**src/rtl/regport_pkg.sv**
```systemverilog
package regport_pkg;
  localparam int DW      = 16;
  localparam int IW      = 3;
  localparam int NFLAG   = 5;
  localparam int NSYNC   = 4;
  localparam int IDX_CTL = 0;
  localparam int IDX_BUS = 1;
  localparam int IDX_MDM = 2;
  localparam int BIT_IEN = 6;
  localparam int BIT_OFF = 7;
  localparam int NBUS    = 3;
  localparam int NMDM    = 2;
endpackage

```
**src/rtl/regport_sync.sv**
```systemverilog
module regport_sync #(
  parameter int W      = 4,
  parameter int STAGES = 2
) (
  input  logic         clk,
  input  logic         rst_n,
  input  logic [W-1:0] d,
  output logic [W-1:0] q
);
  logic [W-1:0] chain [STAGES];

  always_ff @(posedge clk or negedge rst_n) begin
    if (!rst_n) chain[0] <= '0;
    else        chain[0] <= d;
  end

  for (genvar s = 1; s < STAGES; s++) begin : g_stage
    always_ff @(posedge clk or negedge rst_n) begin
      if (!rst_n) chain[s] <= '0;
      else        chain[s] <= chain[s-1];
    end
  end

  assign q = chain[STAGES-1];
endmodule

```
**src/rtl/regport_hshk.sv**
```systemverilog
module regport_hshk (
  input  logic clk,
  input  logic rst_n,
  input  logic cs_s,
  input  logic ds_s,
  input  logic rd_s,
  output logic wr_stb,
  output logic rd_stb,
  output logic rdy,
  output logic rd_hold
);
  logic sel;
  logic acc;

  assign sel    = cs_s & ds_s;
  assign acc    = sel & ~rdy;
  assign wr_stb = acc & ~rd_s;
  assign rd_stb = acc & rd_s;

  always_ff @(posedge clk or negedge rst_n) begin
    if (!rst_n) begin
      rdy     <= 1'b0;
      rd_hold <= 1'b0;
    end else begin
      rdy <= sel;
      if (acc) rd_hold <= rd_s;
    end
  end

  p_rdy_cause_r3: assert property (@(posedge clk) disable iff (!rst_n)
    $rose(rdy) |-> $past(cs_s && ds_s));
  p_rdy_drop_r3: assert property (@(posedge clk) disable iff (!rst_n)
    (rdy && !(cs_s && ds_s)) |=> !rdy);
endmodule

```
**src/rtl/regport_regs.sv**
```systemverilog
module regport_regs
  import regport_pkg::*;
(
  input  logic             clk,
  input  logic             rst_n,
  input  logic             wr_stb,
  input  logic             rd_stb,
  input  logic             adr_s,
  input  logic [DW-1:0]    din,
  input  logic [NFLAG-1:0] events,
  output logic [DW-1:0]    rdata,
  output logic [NFLAG-1:0] flags,
  output logic             ien,
  output logic             poff,
  output logic [NBUS-1:0]  bus_cfg,
  output logic [NMDM-1:0]  mdm_cfg
);
  logic [IW-1:0]    idx;
  logic [NFLAG-1:0] flags_nx;
  logic [DW-1:0]    sel_val;
  logic             data_wr;

  assign data_wr = wr_stb & ~adr_s;

  always_comb begin
    flags_nx = flags;
    if (data_wr && idx == IW'(IDX_CTL)) flags_nx = flags_nx & ~din[NFLAG-1:0];
    if (!poff) flags_nx = flags_nx | events;
  end

  always_comb begin
    sel_val = '0;
    case (idx)
      IW'(IDX_CTL): begin
        sel_val[NFLAG-1:0] = flags;
        sel_val[BIT_IEN]   = ien;
        sel_val[BIT_OFF]   = poff;
      end
      IW'(IDX_BUS): sel_val[NBUS-1:0] = bus_cfg;
      IW'(IDX_MDM): sel_val[NMDM-1:0] = mdm_cfg;
      default:      sel_val = '0;
    endcase
  end

  always_ff @(posedge clk or negedge rst_n) begin
    if (!rst_n) begin
      idx     <= '0;
      flags   <= '0;
      ien     <= 1'b0;
      poff    <= 1'b1;
      bus_cfg <= '0;
      mdm_cfg <= '0;
      rdata   <= '0;
    end else begin
      flags <= flags_nx;
      if (wr_stb && adr_s) idx <= din[IW-1:0];
      if (data_wr) begin
        case (idx)
          IW'(IDX_CTL): begin
            ien  <= din[BIT_IEN];
            poff <= din[BIT_OFF];
          end
          IW'(IDX_BUS): bus_cfg <= din[NBUS-1:0];
          IW'(IDX_MDM): mdm_cfg <= din[NMDM-1:0];
          default: ;
        endcase
      end
      if (rd_stb) rdata <= adr_s ? DW'(idx) : sel_val;
    end
  end

  for (genvar i = 0; i < NFLAG; i++) begin : g_flag_chk
    p_flag_source_r6: assert property (@(posedge clk) disable iff (!rst_n)
      !events[i] |=> !$rose(flags[i]));
  end

  p_poff_write_only_r5: assert property (@(posedge clk) disable iff (!rst_n)
    !wr_stb |=> $stable(poff));
  p_unimpl_zero_r9: assert property (@(posedge clk) disable iff (!rst_n)
    (rd_stb && !adr_s && idx > IW'(IDX_MDM)) |=> rdata == '0);
endmodule

```
**src/rtl/regport_top.sv**
```systemverilog
module regport_top
  import regport_pkg::*;
(
  input  logic             clk,
  input  logic             rst_n,
  input  logic             cs_n,
  input  logic             adr,
  input  logic             ds_n,
  input  logic             rd,
  input  logic [DW-1:0]    din,
  output logic [DW-1:0]    dout,
  output logic             dout_en,
  output logic             rdy,
  input  logic [NFLAG-1:0] events,
  output logic             irq,
  output logic             power_off,
  output logic             bus_mode,
  output logic             strobe_pol,
  output logic             brel_en,
  output logic             cts_mode,
  output logic             rts_mode
);
  logic [NSYNC-1:0] raw, syn;
  logic             cs_s, ds_s, adr_s, rd_s;
  logic             wr_stb, rd_stb, rd_hold;
  logic [NFLAG-1:0] flags;
  logic             ien;
  logic [NBUS-1:0]  bus_cfg;
  logic [NMDM-1:0]  mdm_cfg;
  logic [DW-1:0]    rdata;

  assign raw = {~cs_n, ~ds_n, adr, rd};
  assign {cs_s, ds_s, adr_s, rd_s} = syn;

  regport_sync #(.W(NSYNC), .STAGES(2)) u_sync (
    .clk(clk), .rst_n(rst_n), .d(raw), .q(syn)
  );

  regport_hshk u_hshk (
    .clk(clk), .rst_n(rst_n), .cs_s(cs_s), .ds_s(ds_s), .rd_s(rd_s),
    .wr_stb(wr_stb), .rd_stb(rd_stb), .rdy(rdy), .rd_hold(rd_hold)
  );

  regport_regs u_regs (
    .clk(clk), .rst_n(rst_n), .wr_stb(wr_stb), .rd_stb(rd_stb),
    .adr_s(adr_s), .din(din), .events(events), .rdata(rdata),
    .flags(flags), .ien(ien), .poff(power_off),
    .bus_cfg(bus_cfg), .mdm_cfg(mdm_cfg)
  );

  assign dout_en    = rdy & rd_hold;
  assign dout       = dout_en ? rdata : '0;
  assign irq        = ien & (|flags);
  assign bus_mode   = bus_cfg[0];
  assign strobe_pol = bus_cfg[1];
  assign brel_en    = bus_cfg[2];
  assign cts_mode   = mdm_cfg[0];
  assign rts_mode   = mdm_cfg[1];

  p_irq_fall_r7: assert property (@(posedge clk) disable iff (!rst_n)
    $fell(irq) |-> $past(wr_stb));
endmodule

```
**config.mk**
```make
export PLATFORM = sky130hd
export DESIGN_NAME = regport_top
export DESIGN_NICKNAME = d
export VERILOG_FILES = /design/src/rtl/regport_pkg.sv /design/src/rtl/regport_sync.sv /design/src/rtl/regport_hshk.sv /design/src/rtl/regport_regs.sv /design/src/rtl/regport_top.sv
export SDC_FILE = /design/constraint.sdc
export NUM_CORES = 1
export LEC_CHECK = 0
export ABC_AREA = 1
export BUFFER_PORTS_ARGS = -buffer_cell sky130_fd_sc_hd__buf_2
export CORE_UTILIZATION = 44
export DETAILED_ROUTE_END_ITERATION = 8
export HOLD_SLACK_MARGIN = 0.03
export PLACE_DENSITY = 0.8
export SKIP_LAST_GASP = 1
export SLEW_MARGIN = 20
export SYNTH_ARGS = -nofsm -noshare
export SYNTH_HDL_FRONTEND = slang
export SYNTH_SLANG_ARGS = --single-unit
```
**constraint.sdc**
```tcl
create_clock -name clk -period 1.2 [get_ports clk]
set_input_delay 0.24 -clock clk [delete_from_list [all_inputs] [get_ports clk]]
set_output_delay 0.24 -clock clk [all_outputs]
set_load 0.005 [all_outputs]
```
======== Word-level counts from Yosys, hierarchy flattened ========
Cells that the tools add are included.
word-level totals
  memories ................................ 0
  bits in read-only memories .............. 0
  output and inout bits ................... 25
  bits in registers ....................... 41
  bits in latches ......................... 0
  RAM bits ................................ 0
  input bits .............................. 27
operators by class
  divide/modulo/power cells ............... 0
  add/sub/neg operators ................... 0
  magnitude comparators ................... 0
  reduce and logical (&&, ||, !) cells .... 7
  $mul .................................... 0
  shifts and indexed selects .............. 0
  eq/ne operators ......................... 2
  bitwise gates (word level) .............. 15
  muxes and demuxes ....................... 8
operator list
  kind                count
  $mux 16             1
  $mux 5              2
  $mux 8              1
  $and 1x1->1         7
  $pmux 2 s3          1
  $reduce_and 2->1    3
  $and 5x5->5         1
  $not 1->1           5
  $not 5->5           1
  $or 5x5->5          1
  $reduce_or 5->1     1
  $mux 2              2
  $eq 3x1->1 const B  1
  $eq 3x2->1 const B  1
  $logic_not 3->1     1
  $logic_and 1x1->1   2
  $pmux 1 s2          1

======== Logic depth before layout (Yosys ltp) ========
Gate-level depths: netlist of the first run.
  depth after elaboration ................. 8
  gate-level depth with buffers ........... 7
  mapped depth without buffers ............ 7

======== By module ========
Synthesis of the first run repeated with hierarchy kept, for this count alone.
second synthesis, totals
  cells, all modules ...................... 189
  area total of the unflattened synthesis .. 1552.7 um2
modules (own cells, without submodules)
  module        sequential area each (um2)  times used  cells an instance  area each (um2)
  regport_regs  551.8                       1           123                1034.7
  regport_sync  200.2                       1           12                 230.2
  regport_top   0.0                         1           43                 200.2
  regport_hshk  50.0                        1           11                 87.6

======== Least setup slack after synthesis of the first run ========
Ideal clock, no wire load.
  path kind ............................... flip-flop to flip-flop
  from .................................... register u_regs.idx[1]
  to ...................................... register u_regs.flags[0]
  setup time .............................. 0.125 ns
  stages on the path, launching flop included .. 6
  buffers on the path ..................... 1
  clock period less this slack ............ 1.229 ns
  slack ................................... -0.029 ns
  arrival time ............................ 1.104 ns
  data required time ...................... 1.075 ns
  path through ............................ dfrtp_1 -> buf_6 -> nor3_4 -> nand3_4 -> nand2_1 -> nand3_1
on the way
  longest elaborated chain between the ends .. 5
RTL lines
  what                    line                RTL
  start, declared         regport_regs.sv:18  logic [IW-1:0] idx;
  start signal, assigned  regport_regs.sv:56  if (wr_stb && adr_s) idx <= din[IW-1:0];
  $logic_not 3->1 *       regport_regs.sv:27  if (data_wr && idx == IW'(IDX_CTL)) flags_nx = flags_nx & ~din[NFLAG-1:0];
  $logic_and 1x1->1 *     regport_regs.sv:27
  $mux 5 *                regport_regs.sv:27
  $or 5x5->5              regport_regs.sv:28  if (!poff) flags_nx = flags_nx | events;
  $mux 5 *                regport_regs.sv:28
  net u_regs.flags_nx[0]  regport_regs.sv:19  logic [NFLAG-1:0] flags_nx;
  end signal, assigned    regport_regs.sv:55  flags <= flags_nx;
  end, declared           regport_regs.sv:12  output logic [NFLAG-1:0] flags,
The timed path passes the listed nets; every way through them passes the cells marked *.
A chain may end at the register's enable or synchronous reset.

======== Final worst setup path of the first run ========
  from .................................... register u_regs.flags[3]
  to ...................................... output port irq
on the way
  longest elaborated chain between the ends .. 2
RTL lines
  what             line               RTL
  $reduce_or 5->1  regport_top.sv:53  assign irq = ien & (|flags);
  $and 1x1->1      regport_top.sv:53
  end, declared    regport_top.sv:15  output logic irq,
Every way passes these cells.

==> run summary, run 1 <==
Mapped Area - 1509 um^2
footprint of the multi-input gates - 754.5 um^2
CP Capture Type - primary output
post-route antenna net violation count - 0
# IOs - 52
Clock Latency Late Sink - 0.34 ns
Pre-Repair DR Iteration Count - 4
pwr dens - 1555 nW/um^2
top-count cell post-synth - nand2_1
Final Util - 0.7468
share of layout cells above drive strength 1 - 0.4819
Synth top cells by count - nand2_1, dfrtp_1, inv_1
Routed Wire Length - 4240 um
critical path class - register to primary output
RSZ-0062 raised after global routing - true
VDD IR max - 0.001030 V
startpoint types - register
Worst Hold Class - primary input to register
Clock Tree Buf Depth - 2
DR WL/cell - 14.47 um
Synth top area share - 0.5141
post-synth top area cell - dfrtp_1
GP Congestion - 0.8458
Final Cycle Share - 1.280
Max Slew Vio Count - 0
Most used DFF post-synth - dfrtp_1
async set-reset flop share out of synthesis - 1.000
cts bufs inserted - 5
final setup violation count - 33
Vias - 1,441
Final Skew - 0.01015 ns
Clk Tree Root Cell - clkbuf_4
post-DP HPWL - 2177 um
EDFF count, synth - 0
leakage power - 1.159 nW
Layout Area Growth over Synthesis - 56.05%
failing checks - negative setup slack
final hold viol count - 0
post-synthesis cell type count - 22
largest net degree at the start of global routing - 33
sequential-to-total area share from yosys stat - 0.5315
Synth Warn # - 0
Rows - 20
H-tree level count - 2
CP Data Arrival Time - 1.30 ns
worst slack at placement - -0.05375 ns
die footprint - 3668 um^2
Layout Nets - 275
fillers - 224
register area - 805.8 um^2
DR iter-0 viols - 34
initial core utilization - 0.4786
CTS Sinks - 32
f_max - 651.0 MHz
Final Power - 0.003662 W
DRC - 0
Max-Cap Viols - 0
Required @ worst endpoint - 0.96 ns
IO buf count - 33
Worst R2R Start - u_hshk.rdy
number of antenna violations at the first check in global routing - 0
Syn Inst Count - 177
global-route wire length before repair - 5402 um
die outline height - 60.56 um
die width - 60.56 um
top cells by area, synth - dfrtp_1, nand2_1, inv_1
Worst Hold Launch - events[3]
CP max FO - 2
fin crit period - 1.536 ns
register clock-pin slew on the reported worst setup and hold paths - 0.10 ns
worst setup path startpoint - u_regs.flags[3]
post-DR vias/cell - 4.918
core area - 3153 um^2
ant diodes - 0
post-synthesis register bit count - 32
Setup WS post-layout - -0.3361 ns
status - finished with violations
CTS tree - done
GRT Total Usage - 0.2059
grt ovf - 0
Mean Syn Cell Area - 8.525 um^2
vias in the first global route - 1,244
power breakdown:
part           internal [W]  total [W]  switching [W]
Sequential          0.00131    0.00151       0.000202
Combinational      0.000573    0.00122       0.000643
Clock              0.000553   0.000933       0.000380
Total               0.00244    0.00366        0.00123
cells by family (layout without fill, tap and decap cells):
family	after synthesis	after routing	synth area share
other cells	1	9	0.002485
flops	32	32	0.5315
simple gates	80	81	0.2571
compound gates	21	21	0.07131
buf+inv	43	106	0.1376
metal layers:
metal	global-route usage	routed length, um	share of wire
met1	0.2524	1693	0.40
met2	0.3564	2307	0.54
met3	0.05757	184	0.043
met4	0.05844	55	0.013
met5	0	0	0
layout make-up:
class,count,share of cell area
well taps,44,0.02338
inverters,30,0.05048
clock buffers,7,0.02763
flip-flops and latches,32,0.3422
clock inverters,1,0.01275
multi-input cells,111,0.3204
repair buffers,68,0.2232
through the flow:
step | cells | hold WS [ns] | TNS, ns | area [um^2]
after floorplan | 185 | -0.05559 | -0.1648 | 1539
final | 293 | 0.1180 | -3.990 | 2355
after CTS | 287 | 0.1066 | -3.322 | 2098
after global placement | 264 | 0.2023 | -0.05103 | 1789
after global routing | 293 | 0.1210 | -6.357 | 2355
after detailed placement | 264 | 0.2072 | -0.1842 | 1789
worst paths after layout:
check	endpoint	slack, ns	depth (start not counted)
max	irq	-0.34	5
max in group asynchronous	u_regs.poff	0.58	3
min	u_regs.flags[3]	0.12	3
min in group asynchronous	u_regs.bus_cfg[1]	0.37	3
min reg2reg	u_sync.q[1]	0.36	0
max reg2reg	u_regs.flags[0]	-0.19	8
flip-flops by register name, indices dropped and copies added, names as in the netlist:
register and cells:
u_sync.chain 4, u_regs.bus_cfg 3, u_regs.idx 3, u_sync.q 4, u_regs.poff 1, u_hshk.rdy 1
u_regs.mdm_cfg 2, u_regs.rdata 7, u_regs.flags 5, u_regs.ien 1, u_hshk.rd_hold 1
cell usage in the layout (no fill, tap or decap), drive strengths merged:
cell,count
clkinvlp,1
buf,63
dfstp,1
conb,9
a21boi,1
dfrtp,31
nand3,18
nor3,2
bufinv,1
a21oi,5
clkbuf,7
inv,29
o21ai,15
nand4,12
dlygate4sd3,5
nand2,34
nor2,15
worst max-delay path, stage by stage, from the launching register on:
cell and delay, ns:
dfrtp_1 0.41, inv_1 0.10, nand4_1 0.13, o21ai_1 0.15
inv_1 0.05, buf_2 0.12
timing repair:
item	CTS	global route
hold buffers	5	0
endpoints found under the hold margin	35	0
pin swaps	7	13
endpoints found under the setup margin	19	33
setup buffers	10	5
gates resized for setup	22	65
cloned	0	1
(Power assumes the default switching activity.)
==> inputs of run 2 (changes only) <==
--- a/config.mk
+++ b/config.mk
@@ -7,10 +7,10 @@
 export LEC_CHECK = 0
 export ABC_AREA = 1
 export BUFFER_PORTS_ARGS = -buffer_cell sky130_fd_sc_hd__buf_2
-export CORE_UTILIZATION = 44
+export CORE_UTILIZATION = 35
 export DETAILED_ROUTE_END_ITERATION = 8
 export HOLD_SLACK_MARGIN = 0.03
-export PLACE_DENSITY = 0.8
+export PLACE_DENSITY = 0.68
 export SKIP_LAST_GASP = 1
 export SLEW_MARGIN = 20
 export SYNTH_ARGS = -nofsm -noshare
==> run 2 against run 1 <==
  * The flow still finishes with violations (negative setup slack)
  * Global-route usage is 4.1 points lower
  * Count of clock-buffer cells in the layout stayed put
  * Sequential cell count stayed put
  * Routed wire length is 17% lower
  * Die area is 25% higher
  * Non-clock buffer count is 5 lower
  * Clock skew is 0.0069 ns lower
  * Utilization is 18 points lower
  * Hold slack worse by 0.058 ns
  * Setup slack better by 0.12 ns
  * Clock power is 20% higher
  * Largest cell class unchanged
==> run summary, run 2 (synthesis gave the netlist of run 1 again) <==
DR WL/cell - 12.00 um (-17%)
die width - 67.66 um (+12%)
post-DR vias/cell - 4.626 (-5.9%)
share of layout cells above drive strength 1 - 0.4836 (+0.001679)
footprint of the multi-input gates - 737.0 um^2 (-2.3%)
DRC - 0 (unchanged)
f_max - 707.4 MHz (+8.7%)
Clock Latency Late Sink - 0.28 ns (-0.06 ns)
Clk Tree Root Cell - clkbuf_8
Layout Nets - 270 (-1.8%)
register clock-pin slew on the reported worst setup and hold paths - 0.06 ns (-0.04 ns)
H-tree level count - 2 (unchanged)
ant diodes - 0 (unchanged)
startpoint types - register
Worst Hold Class - primary input to register
setup_tns - -1.819 ns (+2.172 ns)
Setup WS post-layout - -0.2137 ns (+0.1224 ns)
number of antenna violations at the first check in global routing - 0 (unchanged)
largest net degree at the start of global routing - 18 (-45%)
Clock Tree Buf Depth - 2 (unchanged)
pwr dens - 1655 nW/um^2 (+6.4%)
post-route antenna net violation count - 0 (unchanged)
failing checks - negative setup slack
initial core utilization - 0.3719 (-0.1067)
grt ovf - 0 (unchanged)
core area - 4058 um^2 (+29%)
most common cell after layout, fill and taps aside - buf_2
RSZ-0062 raised after global routing - true
global-route wire length before repair - 5368 um (-0.63%)
CTS Sinks - 32 (unchanged)
leakage power - 1.150 nW (-0.77%)
final hold viol count - 0 (unchanged)
status - finished with violations
Largest register FFs - 7 (unchanged)
largest registers - u_regs.rdata (7), u_regs.flags (5)
Rows - 23 (+15%)
Reg with most FFs - u_regs.rdata
post-DP HPWL - 2296 um (+5.5%)
Max Slew Vio Count - 0 (unchanged)
fillers - 346 (+54%)
Final Skew - 0.003296 ns (-0.006855 ns)
CP Capture Type - primary output
die footprint - 4578 um^2 (+25%)
final setup violation count - 23 (-30%)
CTS tree - done
die outline height - 67.66 um (+12%)
critical path class - register to primary output
CP max FO - 2 (unchanged)
vias in the first global route - 1,172 (-5.8%)
cts bufs inserted - 5 (unchanged)
Max-Cap Viols - 0 (unchanged)
Layout Area Growth over Synthesis - 53.73%
# IOs - 52 (unchanged)
commonest cells after routing, fill and taps aside - buf_2, dfrtp_1, nand2_1
Required @ worst endpoint - 0.96 ns (about the same)
DR iter-0 viols - 61 (+79%)
Pre-Repair DR Iteration Count - 4 (unchanged)
GP Congestion - 0.7826 (-7.5%)
IO buf count - 33 (unchanged)
Routed Wire Length - 3527 um (-17%)
GRT Total Usage - 0.1647 (-0.04119)
register area - 805.8 um^2 (unchanged)
Final Cycle Share - 1.178 (-0.1020)
hold slack - 0.06053 ns (-0.05751 ns)
fin crit period - 1.414 ns (-0.1224 ns)
Vias - 1,360 (-5.6%)
VDD IR max - 0.0007860 V (-24%)
CP Data Arrival Time - 1.17 ns (-0.13 ns)
-- run 2: cell count changes in the layout (fill, tap and decap cells not counted), moves of 3 or more --
| cell | change |
|---|---|
| nand3_1 | -4 |
| nand2_1 | +7 |
| inv_2 | +5 |
| nand3_2 | +4 |
| inv_1 | -5 |
| nand2_2 | -6 |
| dlygate4sd3_1 | -4 |
| clkbuf_8 | +5 |
| clkbuf_4 | -5 |
| o21ai_2 | -3 |
-- run 2: path summary, 6_finish.rpt --
check,slack [ns],cells after the start,to,startpoint
setup / recovery,-0.21,5,irq,u_regs.flags[0]
max in group asynchronous,0.36,3,u_regs.rdata[4],rst_n
hold / removal,0.06,1,u_sync.chain[5],adr
setup reg to reg,-0.09,8,u_regs.flags[4],u_hshk.rdy
min in group asynchronous,0.42,2,u_sync.chain[5],rst_n
hold reg to reg,0.35,0,u_sync.q[3],u_sync.chain[7]
-- run 2: worst max-delay path, stage by stage (launching register included) --
cell	delay (ns)
dfrtp_1	0.40
inv_2	0.06
nand4_1	0.11
o21ai_1	0.16
inv_1	0.05
buf_2	0.12
-- run 2: per-layer routing --
layer  share of wire  track usage
met1            0.44       0.2015
met2            0.50       0.2611
met3           0.041      0.05574
met4           0.018      0.07181
met5               0            0
-- run 2: stage by stage --
step / util / std cells / setup slack (ns) / power (W) / instance area [um^2]
2_1_floorplan: - / 185 / -0.02908 / 0.001962 / 1539
3_3_place_gp: 0.4465 / 272 / -0.01854 / 0.002279 / 1812
3_5_place_dp: 0.4465 / 272 / -0.05074 / 0.002304 / 1812
4_1_cts: 0.5079 / 287 / -0.1936 / 0.003552 / 2061
5_1_grt: 0.5717 / 294 / -0.2925 / 0.004080 / 2320
6_report: 0.5717 / 294 / -0.2137 / 0.003839 / 2320
-- run 2: layout make-up --
class	count	area share
clock inverters	1	0.01295
well taps	50	0.02697
inverters	30	0.05178
repair buffers	63	0.2017
multi-input cells	111	0.3177
clock buffers	7	0.04153
flip-flops and latches	32	0.3474
-- run 2: power breakdown --
group	switching, W	internal (W)	total (W)
Sequential	0.000191	0.00131	0.00150
Clock	0.000391	0.000732	0.00112
Combinational	0.000623	0.000589	0.00121
Total	0.00121	0.00263	0.00384
-- run 2: repair_timing --
item	CTS	global route
cloned	0	2
setup buffers	6	6
hold endpoints to repair	14	0
pin swaps	5	17
resized for setup	17	67
hold buffers	1	0
setup endpoints to repair	18	29
